$ cat src/rtl/cfd_pkg.sv
package cfd_pkg;
  localparam int PIX_W  = 24;
  localparam int NSEC   = 3;
  localparam logic [7:0] HDR_SYNC = 8'hE8;

  localparam logic [1:0] KIND_VIDEO = 2'd0;
  localparam logic [1:0] KIND_CFG   = 2'd1;
  localparam logic [1:0] KIND_BRT   = 2'd2;
  localparam logic [1:0] KIND_CAL   = 2'd3;

  // Command expected in the header that opens each section.
  function automatic logic [5:0] sec_cmd(input int s);
    case (s)
      0:       sec_cmd = 6'b111111;
      1:       sec_cmd = 6'b101010;
      default: sec_cmd = 6'b010101;
    endcase
  endfunction
endpackage

$ cat src/rtl/cfd_row_track.sv
module cfd_row_track #(
  parameter int ROW_W = 9
) (
  input  logic             clk_i,
  input  logic             rst_ni,
  input  logic             valid_i,
  input  logic             sof_i,
  input  logic             sol_i,
  output logic [ROW_W-1:0] row_o,
  output logic             first_o
);
  localparam logic [ROW_W-1:0] ROW_MAX = '1;

  logic [ROW_W-1:0] row_q;

  always_comb begin
    if (sof_i)      row_o = '0;
    else if (sol_i) row_o = (row_q == ROW_MAX) ? ROW_MAX : row_q + ROW_W'(1);
    else            row_o = row_q;
  end

  assign first_o = sof_i | sol_i;

  always_ff @(posedge clk_i or negedge rst_ni) begin
    if (!rst_ni)      row_q <= '0;
    else if (valid_i) row_q <= row_o;
  end

  p_row_restart_r8: assert property (@(posedge clk_i) disable iff (!rst_ni)
    (valid_i && sof_i) |=> (row_q == '0));
  p_row_step_r8: assert property (@(posedge clk_i) disable iff (!rst_ni)
    (valid_i && sol_i && !sof_i && row_q != ROW_MAX) |=> (row_q == $past(row_q) + ROW_W'(1)));
  p_row_idle_r9: assert property (@(posedge clk_i) disable iff (!rst_ni)
    (!valid_i) |=> $stable(row_q));
endmodule

$ cat src/rtl/cfd_hdr_match.sv
module cfd_hdr_match
  import cfd_pkg::*;
(
  input  logic [13:0]     hdr_i,   // pixel bits [23:10]: sync then command
  output logic [NSEC-1:0] hit_o
);
  for (genvar s = 0; s < NSEC; s++) begin : g_sec
    assign hit_o[s] = (hdr_i[13:6] == HDR_SYNC) && (hdr_i[5:0] == sec_cmd(s));
  end
endmodule

$ cat src/rtl/cfd_frame_gate.sv
module cfd_frame_gate
  import cfd_pkg::*;
#(
  parameter int ROW_W    = 9,
  parameter int SEC_ROWS = 32,
  parameter int HDR_ROWS = 2
) (
  input  logic             clk_i,
  input  logic             rst_ni,
  input  logic             valid_i,
  input  logic             sof_i,
  input  logic             first_i,
  input  logic [ROW_W-1:0] row_i,
  input  logic [NSEC-1:0]  hit_i,
  output logic             is_ctrl_o,
  output logic             pass_o,
  output logic [1:0]       kind_o,
  output logic             hdr_o,
  output logic             err_o
);
  logic            ctrl_q, err_q;
  logic [NSEC-1:0] bad_q, bad_cur, chk, in_sec, hdr_row;

  assign is_ctrl_o = sof_i ? hit_i[0] : ctrl_q;

  for (genvar s = 0; s < NSEC; s++) begin : g_sec
    localparam logic [ROW_W-1:0] LO = ROW_W'(s * SEC_ROWS);
    localparam logic [ROW_W-1:0] HI = ROW_W'((s + 1) * SEC_ROWS);
    localparam logic [ROW_W-1:0] HL = ROW_W'(s * SEC_ROWS + HDR_ROWS);

    assign in_sec[s]  = (row_i >= LO) && (row_i < HI);
    assign hdr_row[s] = (row_i < HL);

    if (s == 0) begin : g_first
      // Section 0 header decides the frame type itself.
      assign chk[s]     = 1'b0;
      assign bad_cur[s] = 1'b0;
    end else begin : g_rest
      assign chk[s] = valid_i && is_ctrl_o && first_i && !sof_i && (row_i == LO);
      always_comb begin
        if (sof_i)       bad_cur[s] = 1'b0;
        else if (chk[s]) bad_cur[s] = !hit_i[s];
        else             bad_cur[s] = bad_q[s];
      end
    end
  end

  assign pass_o = |(in_sec & ~bad_cur);
  assign hdr_o  = |(in_sec & hdr_row);

  always_comb begin
    kind_o = KIND_VIDEO;
    for (int s = 0; s < NSEC; s++)
      if (in_sec[s]) kind_o = 2'(s + 1);
  end

  always_ff @(posedge clk_i or negedge rst_ni) begin
    if (!rst_ni) begin
      ctrl_q <= 1'b0;
      bad_q  <= '0;
      err_q  <= 1'b0;
    end else if (valid_i) begin
      ctrl_q <= is_ctrl_o;
      bad_q  <= bad_cur;
      if (|(chk & ~hit_i)) err_q <= 1'b1;
    end
  end

  assign err_o = err_q;

  p_err_sticky_r7: assert property (@(posedge clk_i) disable iff (!rst_ni)
    err_q |=> err_q);
  p_discard_clear_r8: assert property (@(posedge clk_i) disable iff (!rst_ni)
    (valid_i && sof_i) |=> (bad_q == '0));
  p_discard_flags_r6: assert property (@(posedge clk_i) disable iff (!rst_ni)
    (|bad_q) |-> err_q);
endmodule

$ cat src/rtl/ctrl_frame_detect.sv
module ctrl_frame_detect
  import cfd_pkg::*;
#(
  parameter int ROW_W    = 9,
  parameter int SEC_ROWS = 32,
  parameter int HDR_ROWS = 2
) (
  input  logic             clk_i,
  input  logic             rst_ni,
  input  logic             pix_valid_i,
  input  logic             sof_i,
  input  logic             sol_i,
  input  logic [PIX_W-1:0] pix_i,
  output logic             out_valid_o,
  output logic [PIX_W-1:0] out_data_o,
  output logic [1:0]       out_kind_o,
  output logic             out_hdr_o,
  output logic             format_err_o
);
  logic [ROW_W-1:0] row;
  logic             first, is_ctrl, pass, hdr, err;
  logic [NSEC-1:0]  hit;
  logic [1:0]       kind;

  cfd_row_track #(.ROW_W(ROW_W)) u_row (
    .clk_i, .rst_ni,
    .valid_i (pix_valid_i),
    .sof_i, .sol_i,
    .row_o   (row),
    .first_o (first)
  );

  cfd_hdr_match u_match (
    .hdr_i (pix_i[23:10]),
    .hit_o (hit)
  );

  cfd_frame_gate #(.ROW_W(ROW_W), .SEC_ROWS(SEC_ROWS), .HDR_ROWS(HDR_ROWS)) u_gate (
    .clk_i, .rst_ni,
    .valid_i   (pix_valid_i),
    .sof_i,
    .first_i   (first),
    .row_i     (row),
    .hit_i     (hit),
    .is_ctrl_o (is_ctrl),
    .pass_o    (pass),
    .kind_o    (kind),
    .hdr_o     (hdr),
    .err_o     (err)
  );

  always_ff @(posedge clk_i or negedge rst_ni) begin
    if (!rst_ni) begin
      out_valid_o <= 1'b0;
      out_data_o  <= '0;
      out_kind_o  <= KIND_VIDEO;
      out_hdr_o   <= 1'b0;
    end else begin
      out_valid_o <= pix_valid_i && (!is_ctrl || pass);
      if (pix_valid_i) begin
        out_data_o <= pix_i;
        out_kind_o <= is_ctrl ? kind : KIND_VIDEO;
        out_hdr_o  <= is_ctrl && hdr;
      end
    end
  end

  assign format_err_o = err;

  p_out_needs_in_r9: assert property (@(posedge clk_i) disable iff (!rst_ni)
    out_valid_o |-> $past(pix_valid_i));
  p_hdr_is_ctrl_r4: assert property (@(posedge clk_i) disable iff (!rst_ni)
    (out_valid_o && out_hdr_o) |-> (out_kind_o != KIND_VIDEO));
  p_video_on_bad_sync_r2: assert property (@(posedge clk_i) disable iff (!rst_ni)
    (pix_valid_i && sof_i && pix_i[23:16] != HDR_SYNC) |=>
      (out_valid_o && out_kind_o == KIND_VIDEO && !out_hdr_o));
  p_data_pass_r10: assert property (@(posedge clk_i) disable iff (!rst_ni)
    out_valid_o |-> (out_data_o == $past(pix_i)));
endmodule

$ cat config.mk
export PLATFORM = sky130hd
export DESIGN_NAME = ctrl_frame_detect
export DESIGN_NICKNAME = d
export VERILOG_FILES = /design/src/rtl/cfd_pkg.sv /design/src/rtl/cfd_row_track.sv /design/src/rtl/cfd_hdr_match.sv /design/src/rtl/cfd_frame_gate.sv /design/src/rtl/ctrl_frame_detect.sv
export SDC_FILE = /design/constraint.sdc
export NUM_CORES = 1
export LEC_CHECK = 0
export ABC_AREA = 1
export BUFFER_PORTS_ARGS = -buffer_cell sky130_fd_sc_hd__buf_4
export CAP_MARGIN = 10
export CORE_MARGIN = 2
export CORE_UTILIZATION = 50
export DETAILED_ROUTE_END_ITERATION = 10
export PLACE_DENSITY = 0.76
export SLEW_MARGIN = 20
export SYNTH_ARGS = -nofsm -noshare
export SYNTH_HDL_FRONTEND = slang
export SYNTH_HIERARCHICAL = 1
export SYNTH_SLANG_ARGS = --single-unit
$ cat constraint.sdc
create_clock -name clk_i -period 3.39 [get_ports clk_i]
set_input_delay 0.339 -clock clk_i [delete_from_list [all_inputs] [get_ports clk_i]]
set_output_delay 0.339 -clock clk_i [all_outputs]
set_load 0.03 [all_outputs]
==> Yosys cells after proc, flatten, opt, wreduce, memory -nomap -nowiden <==
Cells that the tools add are included.
{ "op_classes": {"bitwise": 6, "eq_ne": 7, "magnitude_cmp": 9, "reduce_logical": 22, "mux": 12, "n_addsub": 1} }
{ "op_table": {"columns": ["operator", "n"], "rows": [
  ["$lt 9x7->1 const B", 3],
  ["$mux 9", 3],
  ["$lt 9x6->1 const B", 2],
  ["$logic_and 1x1->1", 13],
  ["$eq 6x6->1 const B", 2],
  ["$add 9x1->9 const B", 1],
  ["$and 3x3->3", 3],
  ["$eq 9x6->1 const B", 1],
  ["$eq 9x7->1 const B", 1],
  ["$eq 9x9->1 const B", 1],
  ["$ge 9x1->1 const B", 1],
  ["$ge 9x6->1 const B", 1],
  ["$ge 9x7->1 const B", 1],
  ["$lt 9x2->1 const B", 1],
  ["$reduce_or 3->1", 3],
  ["$eq 8x8->1 const B", 1],
  ["$eq 6x5->1 const B", 1],
  ["$mux 1", 6],
  ["$mux 2", 3],
  ["$not 3->3", 2],
  ["$logic_not 1->1", 4],
  ["$reduce_and 2->1", 1],
  ["$logic_or 1x1->1", 1],
  ["$or 1x1->1", 1]
]} }
{ "totals": {"reg_bits": 41, "elab_cells": 65} }

==> Longest topological paths before layout <==
Gate-level depths: netlist of run 1.
{ "logic_depth": {"depth_word": 14, "mapped_depth": 19} }

==> Cells and area by module <==
The synthesis of run 1 kept the hierarchy.
{ "by_module_without_submodules": {"columns": ["mod", "instances", "area_per_inst_um2", "cells_each", "seq_area_each_um2"], "rows": [
  ["ctrl_frame_detect", 1, 1078.5, 117, 700.7],
  ["cfd_row_track", 1, 680.7, 104, 225.2],
  ["cfd_frame_gate", 1, 386.6, 53, 100.1],
  ["cfd_hdr_match", 1, 116.4, 29, 0.0]
]} }

==> Worst setup path after synthesis of run 1 <==
OpenSTA, ideal clock, no wires.
{ "synth_timing": {"kind": "register to register", "from": "register u_row.row_q[0]", "to": "register out_valid_o", "setup_ps": 121, "path_stages_with_launch": 16, "slack_ps": 1439, "period_less_slack_ps": 1951, "t_arrival_ps": 1831, "path_cell_list": "dfrtp_1 -> ha_1 -> nand3_2 -> nor2_4 -> nand3_1 -> and3_1 -> inv_1 -> nand3_2 -> nor2_2 -> nand2_2 -> nand2_2 -> nand3_2 -> nand2_1 -> nand3_1 -> inv_1 -> a21oi_2"} }
{ "synth_via": {"elab_chain_cells": 13, "elab_cells_between_ends": 27, "classes_between": "add/sub: 1; order compare: 6; eq/ne: 3; mux: 7; bitwise: 2; reduce/logical: 8"} }
{ "synth_lines": {"columns": ["element", "line", "text"], "rows": [
  ["from (decl)", "cfd_row_track.sv:14", "logic [ROW_W-1:0] row_q;"],
  ["from (signal assigned)", "cfd_row_track.sv:26", "else if (valid_i) row_q <= row_o;"],
  ["$add 9x1->9 / $eq 9x9->1 (equally long branches)", "cfd_row_track.sv:18", "else if (sol_i) row_o = (row_q == ROW_MAX) ? ROW_MAX : row_q + ROW_W'(1);"],
  ["$mux 9 * (2 in series)", "cfd_row_track.sv:18", null],
  ["$mux 9 *", "cfd_row_track.sv:17", "if (sof_i) row_o = '0;"],
  ["via row[6]", "ctrl_frame_detect.sv:20", "logic [ROW_W-1:0] row;"],
  ["branches (longest 5 deep; another with $ge 9x1->1)", null, null],
  ["$and 3x3->3 *", "cfd_frame_gate.sv:48", "assign pass_o = |(in_sec & ~bad_cur);"],
  ["$reduce_or 3->1 *", "cfd_frame_gate.sv:48", null],
  ["via pass", "ctrl_frame_detect.sv:21", "logic first, is_ctrl, pass, hdr, err;"],
  ["$logic_or 1x1->1 *", "ctrl_frame_detect.sv:59", "out_valid_o <= pix_valid_i && (!is_ctrl || pass);"],
  ["$logic_and 1x1->1 *", "ctrl_frame_detect.sv:59", null],
  ["to (signal assigned)", "ctrl_frame_detect.sv:59", null],
  ["to (decl)", "ctrl_frame_detect.sv:14", "output logic out_valid_o,"]
]} }
Mark *: on every way through the listed nets, which the timed path passes.
A chain may end at the register's enable or synchronous reset.

==> Final worst setup path of run 1 <==
Same ends and word-level chain as after synthesis.

==> qor.txt, run 1 <==
Routability Congestion: 0.868
first-pass GRT wire length: 8520 um
Final Hold Viols: 0
non-filler cells, final: 413
status: complete, no violations
Starting Density: 52.0%
post-CTS resize count: 0
core area: 0.00435 mm^2
layout cell share with drive strength beyond 1: 23.8%
CP required: 3.56 ns
Core Rows: 24
DPL Wire Length: 3510 um
syn_nets: 333
DRT antenna net count: 0
worst skew pair latency: 0.29 ns
Reg clk slew, reported paths: 0.07 ns
maximum VDD drop: 0.216 mV
number of diodes: 0
pre-CTS setup slack: 1.24 ns
Data arrival, critical path: 2.34 ns
DR vias/cell: 4.82
PwrDens: 417 mW/mm^2
All-Layer GR Usage: 21.0%
TritonCTS buffer count: 5
Tmin final: 2.17 ns
die height: 71.3 um
Max Clk Rate: 462 MHz
Syn Inst Count: 303
die area: 0.00508 mm^2
Synth Warn #: 6
final wirelength: 4820 um
setup ws final: 1.22 ns
sequential share of the synthesized area: 45.4%
Clock Sinks: 41
post-CTS setup buffer count: 0
post-synthesis cell type count: 30
hold slack: 0.0192 ns
Worst Setup EP: out_valid_o$_DFF_PN0_
mapped cell area: 0.00226 mm^2
dpl cells: 405
Worst setup SP type: flop
path depth of the worst reg2reg path: 15
crit path kind: reg -> reg
via count: 1,989
DR WL/cell: 11.7 um
Chip Width: 71.3 um
Slew Limit Fails: 0
reg2reg start: u_row/row_q[0]$_DFFE_PN0P_
CTS max path bufs: 2
Area Overhead vs Synth: 24.3%
PnR Total Power: 1170 uW
antenna violations before repair: 0
drc violations: 0
critical path peak fanout: 5
# port buffers: 57
Synth Register Bits: 41
worst hold path type: in -> async
worst setup path startpoint: u_row/row_q[0]$_DFFE_PN0P_
TritonCTS clock tree: built
Lkg Pwr: 0.00156 uW
Setup TNS: 0 ns
Slew headroom: 65.2%
RSZ-0062 raised after global routing: no
H-tree levels: 2
clk_skew: 0.00960 ns
GR Overflow Total: 0
CTS Root Cell: clkbuf_8
Tcrit/Tclk final: 63.9%
vias in the first global route: 1,861
final setup violation count: 0
Initial DRC Count: 121
cts hold-fix bufs: 0
Ports: 58
Critical R2R Capture: out_valid_o$_DFF_PN0_
largest net degree at the start of global routing: 44
Crit. End Element: flop
first-pass iteration count of the detailed router: 4
max-cap violations: 0
nets: 390
R2R Setup Slk: 1.22 ns
Slew @ Worst Pin: 0.523 ns
Mean Syn Cell Area: 7.47 um^2
## final cells by class
cell class / count / area, um^2
fill: 397 / 1540
sequential: 41 / 1030
clock inverter: 1 / 30.0
inverter: 37 / 144
clock buffer: 7 / 86.3
multi-input combinational: 218 / 1030
timing repair buffer: 57 / 428
tap: 52 / 65.1
## power breakdown
group	switching [uW]	internal, uW	leakage, uW	total, uW
clock network	162	240	0.0000585	402
logic	147	84.4	0.000982	231
registers	18.1	522	0.000517	540
## critical path, stage by stage (launching register included)
cell     delay, ns
dfrtp_1       0.41
ha_1          0.20
nand3_2       0.11
nor2_4        0.17
nand3_1       0.10
and3_1        0.21
inv_1         0.10
nand3_2       0.12
nor2_2        0.17
nand2_2       0.08
nand2_2       0.06
nand3_2       0.06
nand2_1       0.06
nand3_1       0.07
inv_1         0.06
a21oi_2       0.04
## worst min path at each step
| stage | from | endpoint | slack [ns] | depth (start not counted) |
|---|---|---|---|---|
| floorplan | rst_ni | out_data_o[0]$_DFFE_PN0P_ | 0.04 | 0 |
| global placement | rst_ni | out_data_o[15]$_DFFE_PN0P_ | 0.35 | 1 |
| detailed placement | rst_ni | out_data_o[15]$_DFFE_PN0P_ | 0.35 | 1 |
| CTS | rst_ni | out_data_o[15]$_DFFE_PN0P_ | 0.03 | 1 |
| global route | rst_ni | out_data_o[15]$_DFFE_PN0P_ | 0.06 | 1 |
| finish | rst_ni | out_data_o[15]$_DFFE_PN0P_ | 0.02 | 1 |
## logic make-up (layout without fill, tap and decap cells)
kind of cell	Yosys count	after routing	share of synthesized area, %
buf+inv	44	102	8.96
fa+ha+maj	1	1	0.553
simple gates	201	201	40.5
xor+xnor	1	1	0.387
flops	41	41	45.4
compound gates	15	15	4.20
## placed cells by master (no fill, tap or decap)
cell type	instances
nand2_1	139
buf_4	57
dfrtp_1	41
inv_1	34
nand3_1	20
nor2_1	18
clkbuf_8	6
nand3_2	6
a21oi_2	3
nor2_4	3
nand2_2	3
o21ai_0	3
nand3b_1	3
a21oi_1	3
nand3_4	2
nor2_2	2
o21ai_1	2
o21bai_1	2
nand4_1	2
inv_6	1
bufinv_16	1
clkbuf_1	1
inv_2	1
and2_1	1
nor2_8	1
a31oi_1	1
o211ai_1	1
clkinv_1	1
and3_1	1
xor2_1	1
ha_1	1
## registers in the layout (all words and copies together) (netlist names)
signal and flops:
out_data_o 24, u_gate/bad_q 2, u_row/row_q 9, u_gate/err_o 1, u_gate/ctrl_q 1, out_hdr_o 1
out_valid_o 1, out_kind_o 2
## metrics by stage
stage / instance area [um^2] / utilization, %
4_1_cts: 2810 / 64.6
6_report: 2810 / 64.6
3_3_place_gp: 2700 / 61.9
2_1_floorplan: 2260 / -
5_1_grt: 2810 / 64.6
3_5_place_dp: 2700 / 61.9
## synth_stat cells
| master | n | area (um^2) |
|---|---|---|
| buf_6 | 3 | 33.8 |
| nand3_4 | 2 | 35.0 |
| nor2_4 | 3 | 33.8 |
| nand3_1 | 20 | 100 |
| xor2_1 | 1 | 8.76 |
| nor2_1 | 18 | 67.6 |
| buf_2 | 2 | 10.0 |
| and2_1 | 1 | 6.26 |
| nor2_2 | 2 | 12.5 |
| a21oi_2 | 3 | 26.3 |
| inv_6 | 1 | 8.76 |
| o21bai_1 | 2 | 15.0 |
| inv_1 | 34 | 128 |
| ha_1 | 1 | 12.5 |
| clkinv_1 | 1 | 3.75 |
| nand3b_1 | 3 | 22.5 |
| o21ai_0 | 3 | 15.0 |
| dfrtp_1 | 41 | 1030 |
| buf_4 | 2 | 15.0 |
| and3_1 | 1 | 6.26 |
| o211ai_1 | 1 | 7.51 |
| nand4_1 | 2 | 12.5 |
| o21ai_1 | 2 | 10.0 |
| a21oi_1 | 3 | 15.0 |
| nand2_2 | 3 | 18.8 |
| nand3_2 | 6 | 60.1 |
| nand2_1 | 139 | 522 |
| a31oi_1 | 1 | 6.26 |
| nor2_8 | 1 | 20.0 |
| inv_2 | 1 | 3.75 |
## routing by layer
metal  vias up  share of wire (%)  global-route usage [%]
li1       1041                  -                       -
met1       887                 46                    28.2
met2        52                 45                    32.4
met3         9                6.8                    5.77
met4         0                1.6                    8.60
met5         -                  0                       0
Power figures use the tool's default switching activity.
==> run 2, diff against run 1 <==
--- a/config.mk
+++ b/config.mk
@@ -9,7 +9,7 @@
 export BUFFER_PORTS_ARGS = -buffer_cell sky130_fd_sc_hd__buf_4
 export CAP_MARGIN = 10
 export CORE_MARGIN = 2
-export CORE_UTILIZATION = 50
+export CORE_UTILIZATION = 48
 export DETAILED_ROUTE_END_ITERATION = 10
 export PLACE_DENSITY = 0.76
 export SLEW_MARGIN = 20
==> constraint.sdc (replaced) <==
create_clock -name clk_i -period 1.87 [get_ports clk_i]
set_input_delay 0.187 -clock clk_i [delete_from_list [all_inputs] [get_ports clk_i]]
set_output_delay 0.187 -clock clk_i [all_outputs]
set_load 0.03 [all_outputs]
==> run 2 against run 1 <==
Compared with the run above: the flow now finishes with violations (negative setup slack); sequential cell count stayed put; die area is 3.9% higher; wire length is 13% higher; largest cell class unchanged; largest power group unchanged; highest routed layer unchanged.
==> qor.txt, run 2 (same netlist as run 1, synthesis figures left out) <==
status: finished with violations
failing checks: negative setup slack
post-layout util: 70.9%
clk_skew: 0.0113 ns
RSZ-0062 raised after global routing: yes
drc violations: 0
maximum VDD drop: 0.389 mV
GR Overflow Total: 0
reg2reg start: u_row/row_q[0]$_DFFE_PN0P_
via count: 2,126
clock power share: 37.5%
NetSw: 629 uW
worst hold path type: in -> reg
Ports: 58
first-pass iteration count of the detailed router: 4
nets: 417
most flop-heavy register: out_data_o
DPL Wire Length: 3780 um
Tcrit/Tclk final: 109%
commonest non-fill, non-tap cell in the layout: nand2_1
Worst setup SP type: flop
worst skew pair latency: 0.29 ns
Hold Crit Start: pix_i[5]
Crit path largest cell delay: 0.42 ns
Crit. End Element: flop
CTS Root Cell: clkbuf_8
Slew Limit Fails: 0
number of diodes: 0
critical path peak fanout: 3
Cell Chain, Critical Path: nand3_1 > nor2_2 > nand2_1 > nand2_1 > nand3_4 > nand2_2 > inv_2 > inv_1 > nand3_4 > nor2_4 > nand3_2 > nand2_1 > nand2_1 > nand2_1 > nand3_1 > inv_1 > a21oi_2
Largest register FFs: 24
Core Rows: 24
Seq pwr share: 42.9%
worst setup path startpoint: u_row/row_q[0]$_DFFE_PN0P_
Sw Ratio: 27.6%
CP max stage cell: dfrtp_1
Max Clk Rate: 490 MHz
setup ws final: -0.169 ns
DRT antenna net count: 0
All-Layer GR Usage: 20.5%
commonest non-fill, non-tap cells in the layout: nand2_1, buf_4, dfrtp_1, inv_1, nand3_1
largest net degree at the start of global routing: 42
Data arrival, critical path: 2.22 ns
TritonCTS clock tree: built
first-pass GRT wire length: 8600 um
antenna violations before repair: 0
die height: 72.7 um
Lkg Pwr: 0.00171 uW
P_int: 1650 uW
Reg clk slew, reported paths: 0.09 ns
Starting Density: 50.9%
Layout fillers: 363
Critical Path Stages: 17
CP required: 2.05 ns
top cell family by delay on the critical path: simple AND/OR/NAND/NOR gates
DR vias/cell: 4.83
Slew @ Worst Pin: 0.509 ns
Tmin final: 2.04 ns
CP most frequent cell: nand2_1
die area: 0.00528 mm^2
Slew headroom: 66.1%
CTS max path bufs: 2
PwrDens: 723 mW/mm^2
Routability Congestion: 0.865
CP bufs+invs: 3
max-cap violations: 0
Critical R2R Capture: out_valid_o$_DFF_PN0_
Initial DRC Count: 107
H-tree levels: 2
core area: 0.00444 mm^2
R2R Setup Slk: -0.17 ns
vias in the first global route: 1,968
DR WL/cell: 12.3 um
Setup TNS: -0.557 ns
crit path kind: reg -> reg
Worst Hold Depth: 3
biggest regs: out_data_o x24, u_row/row_q x9
final wirelength: 5430 um
layout cell share with drive strength beyond 1: 33.5%
Chip Width: 72.7 um
Logic pwr share: 19.6%
Min-Delay Endpoint: out_data_o[5]$_DFFE_PN0P_
Area Overhead vs Synth: 39.4%
Final Hold Viols: 0
Clock Sinks: 41
path depth of the worst reg2reg path: 17
TritonCTS buffer count: 5
final setup violation count: 5
# port buffers: 57
[run 2: cell count changes in the layout (fill, tap and decap cells not counted), sizes merged]
| cell | before | now |
|---|---|---|
| bufinv | 1 | 2 |
| buf | 57 | 83 |
| clkbuf | 7 | 5 |
| inv | 36 | 37 |
| dlygate4sd3 | 0 | 1 |
[run 2: worst max path at each step]
stage | to | slack, ns
6_report | out_valid_o$_DFF_PN0_ | -0.17
5_1_grt | out_valid_o$_DFF_PN0_ | -0.34
4_1_cts | out_valid_o$_DFF_PN0_ | -0.11
3_5_place_dp | out_valid_o$_DFF_PN0_ | -0.16
3_3_place_gp | out_valid_o$_DFF_PN0_ | -0.08
2_1_floorplan | out_valid_o$_DFF_PN0_ | -0.03
[run 2: per-layer routing]
layer  GRT usage, %  wire length, um
met4           5.56               27
met2           34.8             2690
met1           26.6             2450
met3           4.42              264
met5              0                0
[run 2: area by class of cell]
type | count | area [um^2] | share of cell area (%)
timing repair buffer | 84 | 657 | 20.8
clock inverter | 3 | 68.8 | 2.18
multi-input combinational | 218 | 1120 | 35.6
sequential | 41 | 1030 | 32.6
clock buffer | 5 | 68.8 | 2.18
tap | 52 | 65.1 | 2.06
inverter | 37 | 144 | 4.56
[run 2: what timing repair did]
| action | in CTS | in global routing |
|---|---|---|
| hold buffers | 1 | 0 |
| resized for setup | 8 | 10 |
| pin swaps | 14 | 2 |
| endpoints found under the setup margin | 5 | 7 |
| endpoints found under the hold margin | 41 | 0 |
| setup buffers | 4 | 4 |
[run 2: metrics by stage]
step,std cells,cell area [um^2],worst slack (ns),total power (uW),hold slack (ns)
3_3_place_gp,423,2860,-0.0767,1430,0.197
2_1_floorplan,303,2290,-0.0273,1240,-0.109
6_report,440,3150,-0.169,2280,0.0874
4_1_cts,436,3070,-0.108,2300,0.0809
5_1_grt,440,3150,-0.339,2390,0.0843
3_5_place_dp,423,2860,-0.164,1440,0.195
[run 2: worst reg2reg max path, cell delays in order (launching register included)]
cell     delay [ns]
dfrtp_1        0.42
nand3_1        0.16
nor2_2         0.16
nand2_1        0.07
nand2_1        0.12
nand3_4        0.09
nand2_2        0.08
inv_2          0.06
inv_1          0.11
nand3_4        0.10
nor2_4         0.13
nand3_2        0.09
nand2_1        0.07
nand2_1        0.06
nand2_1        0.06
nand3_1        0.06
inv_1          0.07
a21oi_2        0.04
[run 2: power groups by stage]
stage	logic, uW	clock network, uW	registers (uW)
after floorplan	140	0	1100
after CTS	449	873	979
after detailed placement	442	0	995
after global placement	436	0	992
final	448	855	979
after global routing	488	913	986
==> run 3, diff against run 2 <==
--- a/config.mk
+++ b/config.mk
@@ -9,9 +9,10 @@
 export BUFFER_PORTS_ARGS = -buffer_cell sky130_fd_sc_hd__buf_4
 export CAP_MARGIN = 10
 export CORE_MARGIN = 2
-export CORE_UTILIZATION = 48
+export CORE_UTILIZATION = 49
+export CTS_BUF_LIST = sky130_fd_sc_hd__clkbuf_8
 export DETAILED_ROUTE_END_ITERATION = 10
-export PLACE_DENSITY = 0.76
+export PLACE_DENSITY = 0.78
 export SLEW_MARGIN = 20
 export SYNTH_ARGS = -nofsm -noshare
 export SYNTH_HDL_FRONTEND = slang
==> run 3 against run 2 <==
Compared with the run above: the run still ends with negative setup slack left; utilization down 0.74 points; critical endpoint unchanged; critical path depth up 1; via count down 1.3%; global-route usage up 0.54 points; register-to-register slack better by 0.05 ns; clock-buffer cell count up 1; non-clock buffer count up 2.
==> qor.txt, run 3 (same netlist as run 1, synthesis figures left out) <==
critical path peak fanout: 5
via count: 2,098
hold slack: 0.0842 ns
DPL Wire Length: 3800 um
Slew headroom: 65.8%
clk_skew: 0.00897 ns
CP required: 2.10 ns
final wirelength: 5070 um
Reg clk slew, reported paths: 0.08 ns
TritonCTS clock tree: built
setup ws final: -0.121 ns
antenna violations before repair: 0
biggest regs: out_data_o x24, u_row/row_q x9
Tmin final: 1.99 ns
Slew Limit Fails: 0
top cell family by delay on the critical path: simple AND/OR/NAND/NOR gates
Starting Density: 51.2%
Chip Width: 71.9 um
Cell Chain, Critical Path: ha_4 > nand3_4 > nor2_4 > nand2_2 > nand3b_1 > nand2_1 > inv_1 > nor2_2 > nand3_2 > nor2_4 > nand2_1 > nand2_1 > nand2_1 > nand2_1 > nand2_1 > nand3_1 > inv_1 > a21oi_2
DRT antenna net count: 0
Area Overhead vs Synth: 37.0%
Hold Crit Start: pix_i[6]
CP bufs+invs: 2
worst skew pair latency: 0.30 ns
core area: 0.00441 mm^2
Worst setup SP type: flop
Crit path largest cell delay: 0.43 ns
failing checks: negative setup slack
CP most frequent cell: nand2_1
commonest non-fill, non-tap cells in the layout: nand2_1, buf_4, dfrtp_1, inv_1, nand3_1
Clock Sinks: 41
nets: 419
Final Hold Viols: 0
CTS Root Cell: clkbuf_8
die height: 71.9 um
TritonCTS buffer count: 5
Max Clk Rate: 502 MHz
most flop-heavy register: out_data_o
crit path kind: reg -> reg
CTS max path bufs: 2
GR Overflow Total: 0
CP max stage cell: dfrtp_1
# port buffers: 57
worst setup path startpoint: u_row/row_q[1]$_DFFE_PN0P_
reg2reg start: u_row/row_q[1]$_DFFE_PN0P_
post-layout util: 70.2%
largest net degree at the start of global routing: 42
Initial DRC Count: 98
final setup violation count: 5
Largest register FFs: 24
layout cell share with drive strength beyond 1: 33.8%
H-tree levels: 2
Crit. End Element: flop
DR WL/cell: 11.5 um
Tcrit/Tclk final: 106%
Slew @ Worst Pin: 0.513 ns
drc violations: 0
Core Rows: 24
status: finished with violations
maximum VDD drop: 0.443 mV
Routability Congestion: 0.872
max-cap violations: 0
first-pass GRT wire length: 8680 um
number of diodes: 0
DR vias/cell: 4.75
first-pass iteration count of the detailed router: 5
Ports: 58
PwrDens: 701 mW/mm^2
commonest non-fill, non-tap cell in the layout: nand2_1
die area: 0.00518 mm^2
All-Layer GR Usage: 21.1%
Lkg Pwr: 0.00170 uW
worst hold path type: in -> reg
Data arrival, critical path: 2.22 ns
RSZ-0062 raised after global routing: yes
vias in the first global route: 2,058
==> run 3: path summary, 6_finish.rpt <==
path	to	slack (ns)	cells after the start
worst max-delay path	out_valid_o$_DFF_PN0_	-0.12	18
worst min-delay path	out_data_o[6]$_DFFE_PN0P_	0.08	3
worst max register to register	out_valid_o$_DFF_PN0_	-0.12	18
worst min register to register	out_data_o[18]$_DFFE_PN0P_	0.47	2
max in group asynchronous	u_row/row_q[3]$_DFFE_PN0P_	1.08	2
min in group asynchronous	out_data_o[10]$_DFFE_PN0P_	0.40	2
==> run 3: worst min-delay path, stage by stage <==
cell	delay, ns
buf_4	0.08
nand2_1	0.04
nand2_1	0.05
==> run 3: cell type report <==
type                    count  area, um^2
clock inverters             2        37.5
repair buffers             86         648
inverters                  37         144
well taps                  52        65.1
fillers                   343        1320
multi-input cells         218        1090
flip-flops and latches     41        1030
clock buffers               6        82.6
==> run 3: power by group <==
part           switching, uW  internal (uW)  total, uW
logic                    277            178        456
registers               34.9            946        981
clock network            302            434        736
total                    614           1560       2170
==> run 3: repair_timing <==
item                                    4_1_cts  5_1_grt
endpoints found under the setup margin        4        7
endpoints found under the hold margin        41        0
cloned                                        0        0
resized for setup                             4        7
pin swaps                                    10        8
hold buffers                                  1        0
buffers inserted                              6        3
==> run 3: metrics by stage <==
step | area, um^2 | std cells | total power [uW] | setup WS (ns) | setup TNS (ns)
after floorplan | 2290 | 303 | 1240 | -0.0273 | -0.0273
after global placement | 2860 | 424 | 1430 | -0.104 | -0.241
after detailed placement | 2860 | 424 | 1440 | -0.156 | -0.428
after CTS | 3050 | 439 | 2180 | -0.143 | -0.423
after global routing | 3100 | 442 | 2270 | -0.291 | -1.36
final | 3100 | 442 | 2170 | -0.121 | -0.366
==> run 3: layer usage <==
metal  share of wire, %  track usage, %  vias up
met5                  0               0        -
met4                1.9            7.13        0
met3                5.5            4.72       10
met2                 48            37.1       52
met1                 45            25.5      939
li1                   -               -     1097
